`src/rtl/rtc_pkg.sv`:
```
package rtc_pkg;
    localparam int FIELD_W = 8;
    typedef logic [FIELD_W-1:0] byte_t;

    typedef struct packed {
        byte_t sec;
        byte_t min;
        byte_t hour;
        byte_t wday;
        byte_t date;
        byte_t month;
        byte_t year;
    } rtc_time_t;

    // register indices (decode order matters: time fields first, then alarm)
    localparam int IDX_YEAR  = 6;
    localparam int IDX_ASEC  = 7;
    localparam int IDX_AHOUR = 9;
    localparam int IDX_CTRL  = 10;
    localparam int IDX_FLAGS = 11;

    // control bits
    localparam int CB_BIN  = 0;
    localparam int CB_HOLD = 1;
    localparam int CB_EN_LO = 4;
    localparam int CB_EN_HI = 6;

    // flag vector positions (bit 0 update, bit 1 alarm, bit 2 periodic)
    localparam int NFLAGS = 3;

    function automatic byte_t bcd2bin(input byte_t v);
        return {4'd0, v[7:4]} * 8'd10 + {4'd0, v[3:0]};
    endfunction

    function automatic byte_t bin2bcd(input byte_t v);
        byte_t tens;
        byte_t units;
        tens  = v / 8'd10;
        units = v % 8'd10;
        return {tens[3:0], units[3:0]};
    endfunction

    function automatic byte_t to_bin(input byte_t v, input logic bin_mode);
        return bin_mode ? v : bcd2bin(v);
    endfunction

    function automatic byte_t from_bin(input byte_t v, input logic bin_mode);
        return bin_mode ? v : bin2bcd(v);
    endfunction

    function automatic byte_t month_days(input byte_t mo, input byte_t yr);
        case (mo)
            8'd2:                      return (yr[1:0] == 2'b00) ? 8'd29 : 8'd28;
            8'd4, 8'd6, 8'd9, 8'd11:   return 8'd30;
            default:                   return 8'd31;
        endcase
    endfunction
endpackage

```
`src/rtl/rtc_calendar.sv`:
```
module rtc_calendar
    import rtc_pkg::*;
(
    input  logic       clk,
    input  logic       rst_n,
    input  logic       tick,
    input  logic       hold,
    input  logic       bin_mode,
    input  logic       wr_en,
    input  logic [2:0] wr_sel,
    input  byte_t      wr_data,
    output rtc_time_t  time_o,
    output logic       upd_o
);
    typedef struct packed {
        rtc_time_t tm;
        logic      upd;
    } cal_state_t;

    localparam rtc_time_t TIME_RST = '{sec: 8'd0, min: 8'd0, hour: 8'd0,
                                       wday: 8'd1, date: 8'd1, month: 8'd1,
                                       year: 8'd0};

    cal_state_t st_d, st_q;

    always_comb begin
        byte_t s, m, h, wd, dt, mo, yr;
        logic  cs, cm, ch, cd, cmo;
        st_d     = st_q;
        st_d.upd = 1'b0;
        s  = to_bin(st_q.tm.sec,   bin_mode);
        m  = to_bin(st_q.tm.min,   bin_mode);
        h  = to_bin(st_q.tm.hour,  bin_mode);
        wd = to_bin(st_q.tm.wday,  bin_mode);
        dt = to_bin(st_q.tm.date,  bin_mode);
        mo = to_bin(st_q.tm.month, bin_mode);
        yr = to_bin(st_q.tm.year,  bin_mode);
        cs  = (s  >= 8'd59);
        cm  = (m  >= 8'd59);
        ch  = (h  >= 8'd23);
        cd  = (dt >= month_days(mo, yr));
        cmo = (mo >= 8'd12);
        if (wr_en) begin
            // a software write wins; a tick in the same cycle is dropped
            case (wr_sel)
                3'd0: st_d.tm.sec   = wr_data;
                3'd1: st_d.tm.min   = wr_data;
                3'd2: st_d.tm.hour  = wr_data;
                3'd3: st_d.tm.wday  = wr_data;
                3'd4: st_d.tm.date  = wr_data;
                3'd5: st_d.tm.month = wr_data;
                3'd6: st_d.tm.year  = wr_data;
                default: ;
            endcase
        end else if (tick && !hold) begin
            st_d.upd = 1'b1;
            s = cs ? 8'd0 : s + 8'd1;
            if (cs) begin
                m = cm ? 8'd0 : m + 8'd1;
                if (cm) begin
                    h = ch ? 8'd0 : h + 8'd1;
                    if (ch) begin
                        wd = (wd >= 8'd7) ? 8'd1 : wd + 8'd1;
                        dt = cd ? 8'd1 : dt + 8'd1;
                        if (cd) begin
                            mo = cmo ? 8'd1 : mo + 8'd1;
                            if (cmo) yr = (yr >= 8'd99) ? 8'd0 : yr + 8'd1;
                        end
                    end
                end
            end
            st_d.tm.sec   = from_bin(s,  bin_mode);
            st_d.tm.min   = from_bin(m,  bin_mode);
            st_d.tm.hour  = from_bin(h,  bin_mode);
            st_d.tm.wday  = from_bin(wd, bin_mode);
            st_d.tm.date  = from_bin(dt, bin_mode);
            st_d.tm.month = from_bin(mo, bin_mode);
            st_d.tm.year  = from_bin(yr, bin_mode);
        end
    end

    always_ff @(posedge clk or negedge rst_n) begin
        if (!rst_n) st_q <= '{tm: TIME_RST, upd: 1'b0};
        else        st_q <= st_d;
    end

    assign time_o = st_q.tm;
    assign upd_o  = st_q.upd;

    assert_hold_freeze_R6: assert property (@(posedge clk) disable iff (!rst_n)
        (hold && !wr_en) |=> $stable(time_o));

    assert_upd_cause_R7: assert property (@(posedge clk) disable iff (!rst_n)
        upd_o |-> $past(tick && !hold && !wr_en));
endmodule

```
`src/rtl/rtc_alarm.sv`:
```
module rtc_alarm
    import rtc_pkg::*;
(
    input  logic            clk,
    input  logic            rst_n,
    input  logic            wr_en,
    input  logic [1:0]      wr_sel,
    input  byte_t           wr_data,
    input  rtc_time_t       time_i,
    output logic [2:0][7:0] alarm_o,
    output logic            match_o
);
    typedef struct packed {
        logic [2:0][7:0] al;
    } alarm_state_t;

    alarm_state_t st_d, st_q;
    logic [2:0][7:0] cur;
    logic [2:0]      hit;

    always_comb begin
        st_d = st_q;
        if (wr_en) begin
            case (wr_sel)
                2'd0: st_d.al[0] = wr_data;
                2'd1: st_d.al[1] = wr_data;
                2'd2: st_d.al[2] = wr_data;
                default: ;
            endcase
        end
    end

    always_ff @(posedge clk or negedge rst_n) begin
        if (!rst_n) st_q <= '0;
        else        st_q <= st_d;
    end

    assign cur = {time_i.hour, time_i.min, time_i.sec};

    for (genvar g = 0; g < 3; g++) begin : g_cmp
        // a byte with both top bits set is a wildcard
        assign hit[g] = (st_q.al[g][7:6] == 2'b11) || (st_q.al[g] == cur[g]);
    end

    assign match_o = &hit;
    assign alarm_o = st_q.al;
endmodule

```
`src/rtl/rtc_irq.sv`:
```
module rtc_irq
    import rtc_pkg::*;
(
    input  logic              clk,
    input  logic              rst_n,
    input  logic              upd_i,
    input  logic              match_i,
    input  logic              per_i,
    input  logic              clr_i,
    input  logic [NFLAGS-1:0] en_i,
    output logic [NFLAGS-1:0] flags_o,
    output logic              irq_o
);
    typedef struct packed {
        logic [NFLAGS-1:0] flags;
    } irq_state_t;

    irq_state_t st_d, st_q;
    logic [NFLAGS-1:0] set_w;

    assign set_w = {per_i, upd_i & match_i, upd_i};

    always_comb begin
        st_d = st_q;
        if (clr_i) st_d.flags = '0;
        // new events win over a clearing read in the same cycle
        st_d.flags = st_d.flags | set_w;
    end

    always_ff @(posedge clk or negedge rst_n) begin
        if (!rst_n) st_q <= '0;
        else        st_q <= st_d;
    end

    assign flags_o = st_q.flags;
    assign irq_o   = |(st_q.flags & en_i);

    assert_read_clear_R9: assert property (@(posedge clk) disable iff (!rst_n)
        (clr_i && set_w == '0) |=> (flags_o == '0));

    assert_set_survives_R9: assert property (@(posedge clk) disable iff (!rst_n)
        (|set_w) |=> ((flags_o & $past(set_w)) == $past(set_w)));

    assert_periodic_flag_R8: assert property (@(posedge clk) disable iff (!rst_n)
        per_i |=> flags_o[2]);

    assert_alarm_flag_R7: assert property (@(posedge clk) disable iff (!rst_n)
        (upd_i && match_i) |=> flags_o[1]);
endmodule

```
`src/rtl/rtc_ram.sv`:
```
module rtc_ram
    import rtc_pkg::*;
#(
    parameter int DEPTH = 50,
    localparam int AW   = $clog2(DEPTH)
) (
    input  logic          clk,
    input  logic          rst_n,
    input  logic          we_i,
    input  logic [AW-1:0] waddr_i,
    input  byte_t         wdata_i,
    input  logic [AW-1:0] raddr_i,
    output byte_t         rdata_o
);
    byte_t mem_d [DEPTH];
    byte_t mem_q [DEPTH];

    always_comb begin
        mem_d = mem_q;
        if (we_i && (32'(waddr_i) < DEPTH)) mem_d[waddr_i] = wdata_i;
    end

    always_ff @(posedge clk or negedge rst_n) begin
        if (!rst_n) begin
            for (int i = 0; i < DEPTH; i++) mem_q[i] <= '0;
        end else begin
            mem_q <= mem_d;
        end
    end

    assign rdata_o = (32'(raddr_i) < DEPTH) ? mem_q[raddr_i] : '0;

    assert_ram_write_R11: assert property (@(posedge clk) disable iff (!rst_n)
        (we_i && (32'(waddr_i) < DEPTH)) |=> (mem_q[$past(waddr_i)] == $past(wdata_i)));
endmodule

```
`src/rtl/rtc_core.sv`:
```
module rtc_core
    import rtc_pkg::*;
#(
    parameter int ADDR_W    = 6,
    parameter int RAM_DEPTH = 50,
    parameter int RAM_BASE  = 12
) (
    input  logic              clk,
    input  logic              rst_n,
    input  logic              sec_tick,
    input  logic              per_tick,
    input  logic              reg_wr,
    input  logic              reg_rd,
    input  logic [ADDR_W-1:0] reg_addr,
    input  logic [7:0]        reg_wdata,
    output logic [7:0]        reg_rdata,
    output logic              irq
);
    localparam int RAM_AW = $clog2(RAM_DEPTH);
    localparam logic [ADDR_W-1:0] A_YEAR   = ADDR_W'(IDX_YEAR);
    localparam logic [ADDR_W-1:0] A_ASEC   = ADDR_W'(IDX_ASEC);
    localparam logic [ADDR_W-1:0] A_AHOUR  = ADDR_W'(IDX_AHOUR);
    localparam logic [ADDR_W-1:0] A_CTRL   = ADDR_W'(IDX_CTRL);
    localparam logic [ADDR_W-1:0] A_FLAGS  = ADDR_W'(IDX_FLAGS);
    localparam logic [ADDR_W-1:0] A_RAM_LO = ADDR_W'(RAM_BASE);
    localparam logic [ADDR_W-1:0] A_RAM_HI = ADDR_W'(RAM_BASE + RAM_DEPTH);

    typedef struct packed {
        byte_t ctrl;
        byte_t rdata;
    } top_state_t;

    top_state_t st_d, st_q;

    logic              cal_wr, al_wr, ram_hit, ram_we, flags_clr, irq_w, upd_w, match_w;
    logic [1:0]        al_sel;
    logic [ADDR_W-1:0] al_off, ram_off;
    logic [RAM_AW-1:0] ram_idx;
    rtc_time_t         tm_w;
    logic [2:0][7:0]   al_w;
    logic [NFLAGS-1:0] flags_w;
    byte_t             ram_rd, rd_val;

    assign al_off    = reg_addr - A_ASEC;
    assign al_sel    = al_off[1:0];
    assign ram_off   = reg_addr - A_RAM_LO;
    assign ram_idx   = RAM_AW'(ram_off);
    assign cal_wr    = reg_wr && (reg_addr <= A_YEAR);
    assign al_wr     = reg_wr && (reg_addr >= A_ASEC) && (reg_addr <= A_AHOUR);
    assign ram_hit   = (reg_addr >= A_RAM_LO) && (reg_addr < A_RAM_HI);
    assign ram_we    = reg_wr && ram_hit;
    assign flags_clr = reg_rd && (reg_addr == A_FLAGS);

    rtc_calendar u_cal (
        .clk      (clk),
        .rst_n    (rst_n),
        .tick     (sec_tick),
        .hold     (st_q.ctrl[CB_HOLD]),
        .bin_mode (st_q.ctrl[CB_BIN]),
        .wr_en    (cal_wr),
        .wr_sel   (reg_addr[2:0]),
        .wr_data  (reg_wdata),
        .time_o   (tm_w),
        .upd_o    (upd_w)
    );

    rtc_alarm u_alarm (
        .clk     (clk),
        .rst_n   (rst_n),
        .wr_en   (al_wr),
        .wr_sel  (al_sel),
        .wr_data (reg_wdata),
        .time_i  (tm_w),
        .alarm_o (al_w),
        .match_o (match_w)
    );

    rtc_irq u_irq (
        .clk     (clk),
        .rst_n   (rst_n),
        .upd_i   (upd_w),
        .match_i (match_w),
        .per_i   (per_tick),
        .clr_i   (flags_clr),
        .en_i    (st_q.ctrl[CB_EN_HI:CB_EN_LO]),
        .flags_o (flags_w),
        .irq_o   (irq_w)
    );

    rtc_ram #(.DEPTH(RAM_DEPTH)) u_ram (
        .clk     (clk),
        .rst_n   (rst_n),
        .we_i    (ram_we),
        .waddr_i (ram_idx),
        .wdata_i (reg_wdata),
        .raddr_i (ram_idx),
        .rdata_o (ram_rd)
    );

    always_comb begin
        rd_val = '0;
        if (reg_addr <= A_YEAR) begin
            case (reg_addr[2:0])
                3'd0: rd_val = tm_w.sec;
                3'd1: rd_val = tm_w.min;
                3'd2: rd_val = tm_w.hour;
                3'd3: rd_val = tm_w.wday;
                3'd4: rd_val = tm_w.date;
                3'd5: rd_val = tm_w.month;
                3'd6: rd_val = tm_w.year;
                default: rd_val = '0;
            endcase
        end else if (reg_addr <= A_AHOUR) begin
            case (al_sel)
                2'd0: rd_val = al_w[0];
                2'd1: rd_val = al_w[1];
                2'd2: rd_val = al_w[2];
                default: rd_val = '0;
            endcase
        end else if (reg_addr == A_CTRL) begin
            rd_val = st_q.ctrl;
        end else if (reg_addr == A_FLAGS) begin
            rd_val = {irq_w, flags_w, 4'b0000};
        end else if (ram_hit) begin
            rd_val = ram_rd;
        end
    end

    always_comb begin
        st_d = st_q;
        if (reg_wr && (reg_addr == A_CTRL)) st_d.ctrl = reg_wdata;
        if (reg_rd) st_d.rdata = rd_val;
    end

    always_ff @(posedge clk or negedge rst_n) begin
        if (!rst_n) st_q <= '0;
        else        st_q <= st_d;
    end

    assign reg_rdata = st_q.rdata;
    assign irq       = irq_w;

    assert_rdata_hold_R12: assert property (@(posedge clk) disable iff (!rst_n)
        !reg_rd |=> $stable(reg_rdata));
endmodule

```
`config.mk`:
```
export PLATFORM = sky130hd
export DESIGN_NAME = rtc_core
export DESIGN_NICKNAME = d
export VERILOG_FILES = /design/src/rtl/rtc_pkg.sv /design/src/rtl/rtc_calendar.sv /design/src/rtl/rtc_alarm.sv /design/src/rtl/rtc_irq.sv /design/src/rtl/rtc_ram.sv /design/src/rtl/rtc_core.sv
export SDC_FILE = /design/constraint.sdc
export NUM_CORES = 1
export LEC_CHECK = 0
export ABC_AREA = 0
export ABC_CLOCK_PERIOD_IN_PS = 8100
export BUFFER_PORTS_ARGS = -buffer_cell sky130_fd_sc_hd__clkbuf_2
export CAP_MARGIN = 20
export CORE_MARGIN = 1
export CORE_UTILIZATION = 40
export CTS_CLUSTER_DIAMETER = 120
export CTS_CLUSTER_SIZE = 20
export DETAILED_ROUTE_END_ITERATION = 12
export HOLD_SLACK_MARGIN = 0.12
export PLACE_DENSITY = 0.63
export SLEW_MARGIN = 20
export SYNTH_ARGS = -nofsm -noshare
export SYNTH_HDL_FRONTEND = slang
export SYNTH_HIERARCHICAL = 1
export SYNTH_SLANG_ARGS = --single-unit
```
`constraint.sdc`:
```
create_clock -name clk -period 8.1 [get_ports clk]
set_input_delay 1.215 -clock clk [delete_from_list [all_inputs] [get_ports clk]]
set_output_delay 1.215 -clock clk [all_outputs]
set_load 0.03 [all_outputs]
```
=== Word-level counts from Yosys, hierarchy flattened ===
Cells that the tools add are included.

* $add $sub $neg: 16
* $mul: 7
* Divide/modulo/power cells: 14
* Order comparisons: 15
* Equality and inequality tests: 28
* Muxes and demuxes: 78
* Bitwise operators: 4
* Reduce and logical (&&, ||, !) cells: 31

{| class="wikitable"
|+ Operators by type and width
! cell !! number
|-
| $mux 8 || 67
|-
| $bwmux 400 || 1
|-
| $mux 57 || 1
|-
| $add 8x1->8 const B || 7
|-
| $add 8x4->8 || 7
|-
| $div 8x4->8 const B || 7
|-
| $mod 8x4->8 const B || 7
|-
| $mux 56 || 1
|-
| $pmux 8 s7 || 1
|-
| $mul 4x3->7 const B || 7
|-
| $bmux 8 s6 || 1
|-
| $demux 8 s6 || 1
|-
| $eq 8x8->1 || 3
|-
| $pmux 8 s3 || 1
|-
| $reduce_and 2->1 || 10
|-
| $eq 8x3->1 const B || 2
|-
| $eq 8x4->1 const B || 2
|-
| $ge 8x6->1 const B || 2
|-
| $pmux 8 s2 || 1
|-
| $ne 2x1->1 const B || 7
|-
| $eq 6x4->1 const B || 2
|-
| $lt 6x6->1 const B || 2
|-
| $logic_and 1x1->1 || 10
|-
| $eq 3x3->1 const B || 3
|-
| 32 further kinds || 40
|}

* Register bits after elaboration: 500
* Input port bits: 20
* Output and inout bits: 9
* Logic and storage cells: 257

=== Logic depth before layout (Yosys ltp) ===
* Depth after elaboration: 17
* Depth in mapped cells: 29
* Gate-level depth less buffers: 25

=== Hierarchy ===
Netlist, hierarchy kept.

{| class="wikitable"
|+ Modules (own cells, without submodules)
! module !! instances !! cells an instance !! area an instance (um^2)
|-
| rtc_ram || 1 || 1,220 || 18,694.2
|-
| rtc_calendar || 1 || 1,326 || 9,925.8
|-
| rtc_core || 1 || 215 || 1,784.2
|-
| rtc_alarm || 1 || 85 || 1,187.4
|-
| rtc_irq || 1 || 9 || 116.4
|}

=== Worst setup path after synthesis ===
Ideal clock, no wire load.

* Kind: register -> register
* From: reg u_cal.st_q, in the netlist u_cal/time_o[13]
* To: reg u_cal.st_q, in the netlist u_cal/time_o[21]
* Setup time: 0.126 ns
* Arrival time: 6.078 ns
* Data required time: 7.974 ns
* Slack: 1.896 ns
* Cell stages (with the launch flop): 26
* Buffers on the path: 2
* Cell sequence: dfrtp_1 > ha_1 > ha_1 > fa_1 > o211ai_1 > nor3_1 > o31ai_2 > or4_1 > or2_0 > buf_2 > a21oi_1 > a21oi_1 > ha_1 > nand2b_1 > a21oi_1 > a211oi_1 > a211oi_1 > clkbuf_1 > and4_1 > nor2_1 > maj3_2 > o211ai_2 > nand2_1 > maj3_2 > a211o_1 > a221o_1

* Cells in the longest elaborated chain, start to end: 17
* Elaborated cells between the ends (all ways): 21
* Those cells by class: add/sub (1); mul (1); div (1); order compare (1); eq/ne (5); mux (11); reduce/logical (1)

{| class="wikitable"
|+ RTL lines
! what !! line !! RTL
|-
| start, declared || rtc_calendar.sv:24 || <nowiki>cal_state_t st_d, st_q;</nowiki>
|-
| start signal, assigned || rtc_calendar.sv:83 || <nowiki>if (!rst_n) st_q <= '{tm: TIME_RST, upd: 1'b0};</nowiki>
|-
| start signal, assigned || rtc_calendar.sv:84 || <nowiki>else st_q <= st_d;</nowiki>
|-
| $mul 4x3->7 || rtc_pkg.sv:32 || <nowiki>return {4'd0, v[7:4]} * 8'd10 + {4'd0, v[3:0]};</nowiki>
|-
| $add 8x4->8 || rtc_pkg.sv:32 ||
|-
| $mux 8 (*) || rtc_pkg.sv:44 || <nowiki>return bin_mode ? v : bcd2bin(v);</nowiki>
|-
| $eq 8x3->1 / $eq 8x4->1 (equally long branches) || rtc_pkg.sv:52 || <nowiki>case (mo)</nowiki>
|-
| $reduce_or 4->1 || rtc_pkg.sv:52 ||
|-
| $pmux 8 s2 (*) || rtc_pkg.sv:52 ||
|-
| $ge 8x8->1 (*) || rtc_calendar.sv:41 || <nowiki>cd = (dt >= month_days(mo, yr));</nowiki>
|-
| $mux 8 (*) || rtc_calendar.sv:64 || <nowiki>dt = cd ? 8'd1 : dt + 8'd1;</nowiki>
|-
| $mux 8 (*) || rtc_calendar.sv:62 || <nowiki>if (ch) begin</nowiki>
|-
| $mux 8 (*) || rtc_calendar.sv:60 || <nowiki>if (cm) begin</nowiki>
|-
| $mux 8 (*) || rtc_calendar.sv:58 || <nowiki>if (cs) begin</nowiki>
|-
| $mux 8 (*) || rtc_calendar.sv:55 || <nowiki>end else if (tick && !hold) begin</nowiki>
|-
| $mux 8 (*) || rtc_calendar.sv:43 || <nowiki>if (wr_en) begin</nowiki>
|-
| $div 8x4->8 || rtc_pkg.sv:38 || <nowiki>tens = v / 8'd10;</nowiki>
|-
| $mux 8 (*) || rtc_pkg.sv:48 || <nowiki>return bin_mode ? v : bin2bcd(v);</nowiki>
|-
| $mux 57 (*) || rtc_calendar.sv:55 ||
|-
| $mux 56 (*) || rtc_calendar.sv:43 ||
|}

Every way passes the cells marked *; elsewhere a longest branch is shown, timed or not. The select of a mux whose other input is x is not followed.
A chain may end at the register's enable or synchronous reset.

=== Final worst setup path ===
* From: reg u_cal.st_q, in the netlist u_cal/time_o[13]
* To: reg u_cal.st_q, in the netlist u_cal/time_o[20]

The elaborated chain is that of the path after synthesis.

==> out/metrics.cfg <==
[drt]
vias = 24157
via_per_inst = 6.334
routed_wl_um = 92350
remaining_drc_errors = 0
ant_nets = 0
detailedRoute.firstPassIterationCount = 8
initial_drt_markers = 2314
routedWlPerCell_um = 24.21

[worst_setup_path]
critPathKind = reg -> reg
timing.critical_path.required_ns = 8.57
critical_path_at_ns = 8.05
end_kind = register
timing.critical_path.slowest_stage_cell = sky130_fd_sc_hd__o31ai_2
path_max_fanout = 14
timing.critical_path.slowest_cell_delay_ns = 0.67
critPathLaunchType = register

[sta]
fin_crit_ns = 7.578
timing_max_transition_violations_final = 0
final_min_period_over_clock_period = 0.9356
finClkSkew_ns = 0.02560
rsz0062_at_grt = false
setup-tns-final_ns = 0
max_freq_mhz = 132.0
slew_headroom = 0.09173
setup_violations = 0
final.hold.worst_slack_ns = 0.4606
worst_slew_pin_slew_ns = 1.328
report.final.hold_viol_count = 0

[die]
initial_utilization = 0.4066
floorplan.io_pins = 29
placementRows = 102
die_w_um = 283.6
placeableCoreArea_mm2 = 0.07798
die_boundary_height_um = 283.6
die_area_mm2 = 0.08040

[power_and_ir_drop]
leakagePower_nw = 14.56
vdd_ir_drop_max_mv = 0.2438
power_density_mw_per_mm2 = 433.0
total_power_mw = 14.47

[synthesis]
synth.net_count = 2964
synth.yosys.seq_area_share = 0.3947
post_synth.cell_area_avg_um2 = 11.11
post_synth_inst_count = 2855
ys_types = 130
synth.cell_area_mm2 = 0.03171
yosys.cell_count.top_type = sky130_fd_sc_hd__dfrtp_1
synth-edff-count = 0
synth_async_sr_flop_share = 1.000
post-synth-top-area-fraction = 0.3922
synthDominantAreaCellType = sky130_fd_sc_hd__dfrtp_1
synth_common_cells = sky130_fd_sc_hd__dfrtp_1, sky130_fd_sc_hd__mux2_2, sky130_fd_sc_hd__nand2_1
yosys_register_bits = 500
ys_warn_count = 6
post_synth_main_area_contributors = sky130_fd_sc_hd__dfrtp_1, sky130_fd_sc_hd__mux2_2, sky130_fd_sc_hd__mux4_2
yosys_most_used_dff = sky130_fd_sc_hd__dfrtp_1

[cts]
numCtsBuffers = 30
clk_latency_ns = 0.64
holdBufCountCts = 0
cts.reportedPaths.clkPinSlew_ns = 0.10
cts.root.buffer_cell = sky130_fd_sc_hd__clkbuf_16
cts_tree = yes
bufs_on_longest_clock_path = 3
cts_htree_levels = 1
numClockSinks = 500

[global_route]
first_pass_grt_wire_length_um = 143700
grt_pass1_vias = 24228
grt_max_degree = 195
grt.overflow.total = 0
antenna_found_initial = 1
grt.total_usage = 0.2243

[placed_design]
post_dp_hpwl_um = 61860
cell_area_after_placement_mm2 = 0.03252
globalplace.congestion = 0.9191
port_buffers = 28

[layout]
multi_input_comb_area_mm2 = 0.01804
postLayoutCellArea_mm2 = 0.03343
finish.net_count = 2878
seq_area_mm2 = 0.01252
insertedDiodeCount = 0
n_fill_cell = 7239
layout-area-overhead-vs-synth_pct = 5.434
layout-drive-gt1-share = 0.2722

[min_path]
worst_hold_path_type = reg -> reg

[run]
timing.max_cap.violations = 0

[status]
status = complete, no violations

metrics by stage:
stage / setup WS [ns] / utilization / instances
floorplan: 1.896 / - / 2855
global placement: 0.6801 / 0.4170 / 3776
detailed placement: 0.4933 / 0.4170 / 3776
CTS: 0.4823 / 0.4281 / 3813
global route: 0.1387 / 0.4287 / 3814
finish: 0.5217 / 0.4287 / 3814
power by group:
group / switching, mW / leakage [nW] / internal [mW]
Combinational: 5.62 / 7.52 / 3.76
Clock: 0.871 / 0.420 / 0.708
Sequential: 0.525 / 6.62 / 2.99
critical path: cells and delay by family, from the launching register on:
kind / cells / cell delay, ns
flip-flops: 1 / 0.50
adder cells (fa/ha/maj): 4 / 1.38
multiplexers: 1 / 0.39
buffers and inverters: 1 / 0.26
AND/OR/NAND/NOR: 5 / 1.72
AO/OA/AOI/OAI: 14 / 3.13
what timing repair did:
item                       4_1_cts  5_1_grt
gates resized for setup          0        1
setup endpoints to repair        0        2
setup buffers                    0        0
state kept, by name (all words and copies together), names as in the netlist:
name and count:
u_ram/mem_q 400, u_cal/time_o 56, u_alarm/alarm_o 24, reg_rdata 8, st_q 8, u_irq/flags_o 3, u_cal/upd_o 1
logic make-up after synthesis:
logic type / count (synthesis) / share of synthesized area
XOR/XNOR: 74 / 0.02044
AND/OR/NAND/NOR: 686 / 0.1123
multiplexers: 609 / 0.2452
flip-flops: 500 / 0.3947
adder cells (fa/ha/maj): 93 / 0.03978
buffers and inverters: 231 / 0.03768
AO/OA/AOI/OAI: 662 / 0.1499
path summary, 6_finish.rpt:
kind	cells past startpoint	to	startpoint	slack, ns
max	25	u_cal/time_o[20]	u_cal/time_o[13]	0.52
min	1	u_irq/flags_o[0]	u_cal/upd_o	0.46
max reg2reg	25	u_cal/time_o[20]	u_cal/time_o[13]	0.52
min reg2reg	1	u_irq/flags_o[0]	u_cal/upd_o	0.46
max in group asynchronous	3	st_q[8]	rst_n	6.03
min in group asynchronous	1	u_ram/mem_q[174]	rst_n	0.53
metal layers:
layer	wire length (um)	vias up	track usage
met1	39980	12422	0.3033
li1	-	10680	-
met5	11	-	0
met2	43570	877	0.3705
met3	5450	176	0.02854
met4	3345	2	0.07635
cell type report:
class,count,share of cell area
sequential,500,0.3745
inverter,43,0.004828
clock buffer,31,0.02257
clock inverter,6,0.003256
multi-input combinational,2124,0.5396
timing repair buffer,70,0.01636
tap,1040,0.03892
cells in the final DEF, fill, tap and decap left out, drive strengths merged, types with 12 or more instances in the layout:
| master | Yosys | final |
|---|---|---|
| dfrtp | 497 | 497 |
| mux2 | 464 | 464 |
| nand2 | 212 | 212 |
| nor2 | 170 | 170 |
| o21ai | 125 | 125 |
| a21oi | 117 | 117 |
| mux4 | 83 | 83 |
| ha | 75 | 75 |
| nand3 | 64 | 64 |
| mux2i | 62 | 62 |
| clkbuf | 107 | 57 |
| inv | 42 | 44 |
| buf | 80 | 44 |
| a31oi | 41 | 41 |
| o221ai | 38 | 38 |
| a22oi | 37 | 37 |
| xor2 | 37 | 37 |
| xnor2 | 37 | 37 |
| nor3 | 34 | 34 |
| o31ai | 31 | 31 |
| o211ai | 30 | 30 |
| nor4 | 24 | 24 |
| and2 | 21 | 21 |
| nor2b | 20 | 20 |
| o22ai | 20 | 20 |
| a222oi | 19 | 19 |
| a211oi | 18 | 18 |
| nor3b | 18 | 18 |
| or3 | 17 | 17 |
| nand2b | 17 | 17 |
| a21o | 17 | 17 |
| nand4 | 17 | 17 |
| a31o | 15 | 15 |
| o21a | 14 | 14 |
| and3 | 14 | 14 |
| fa | 14 | 14 |
| a221oi | 13 | 13 |
| nand3b | 13 | 13 |
| a32oi | 12 | 12 |
(Power assumes the default switching activity.)
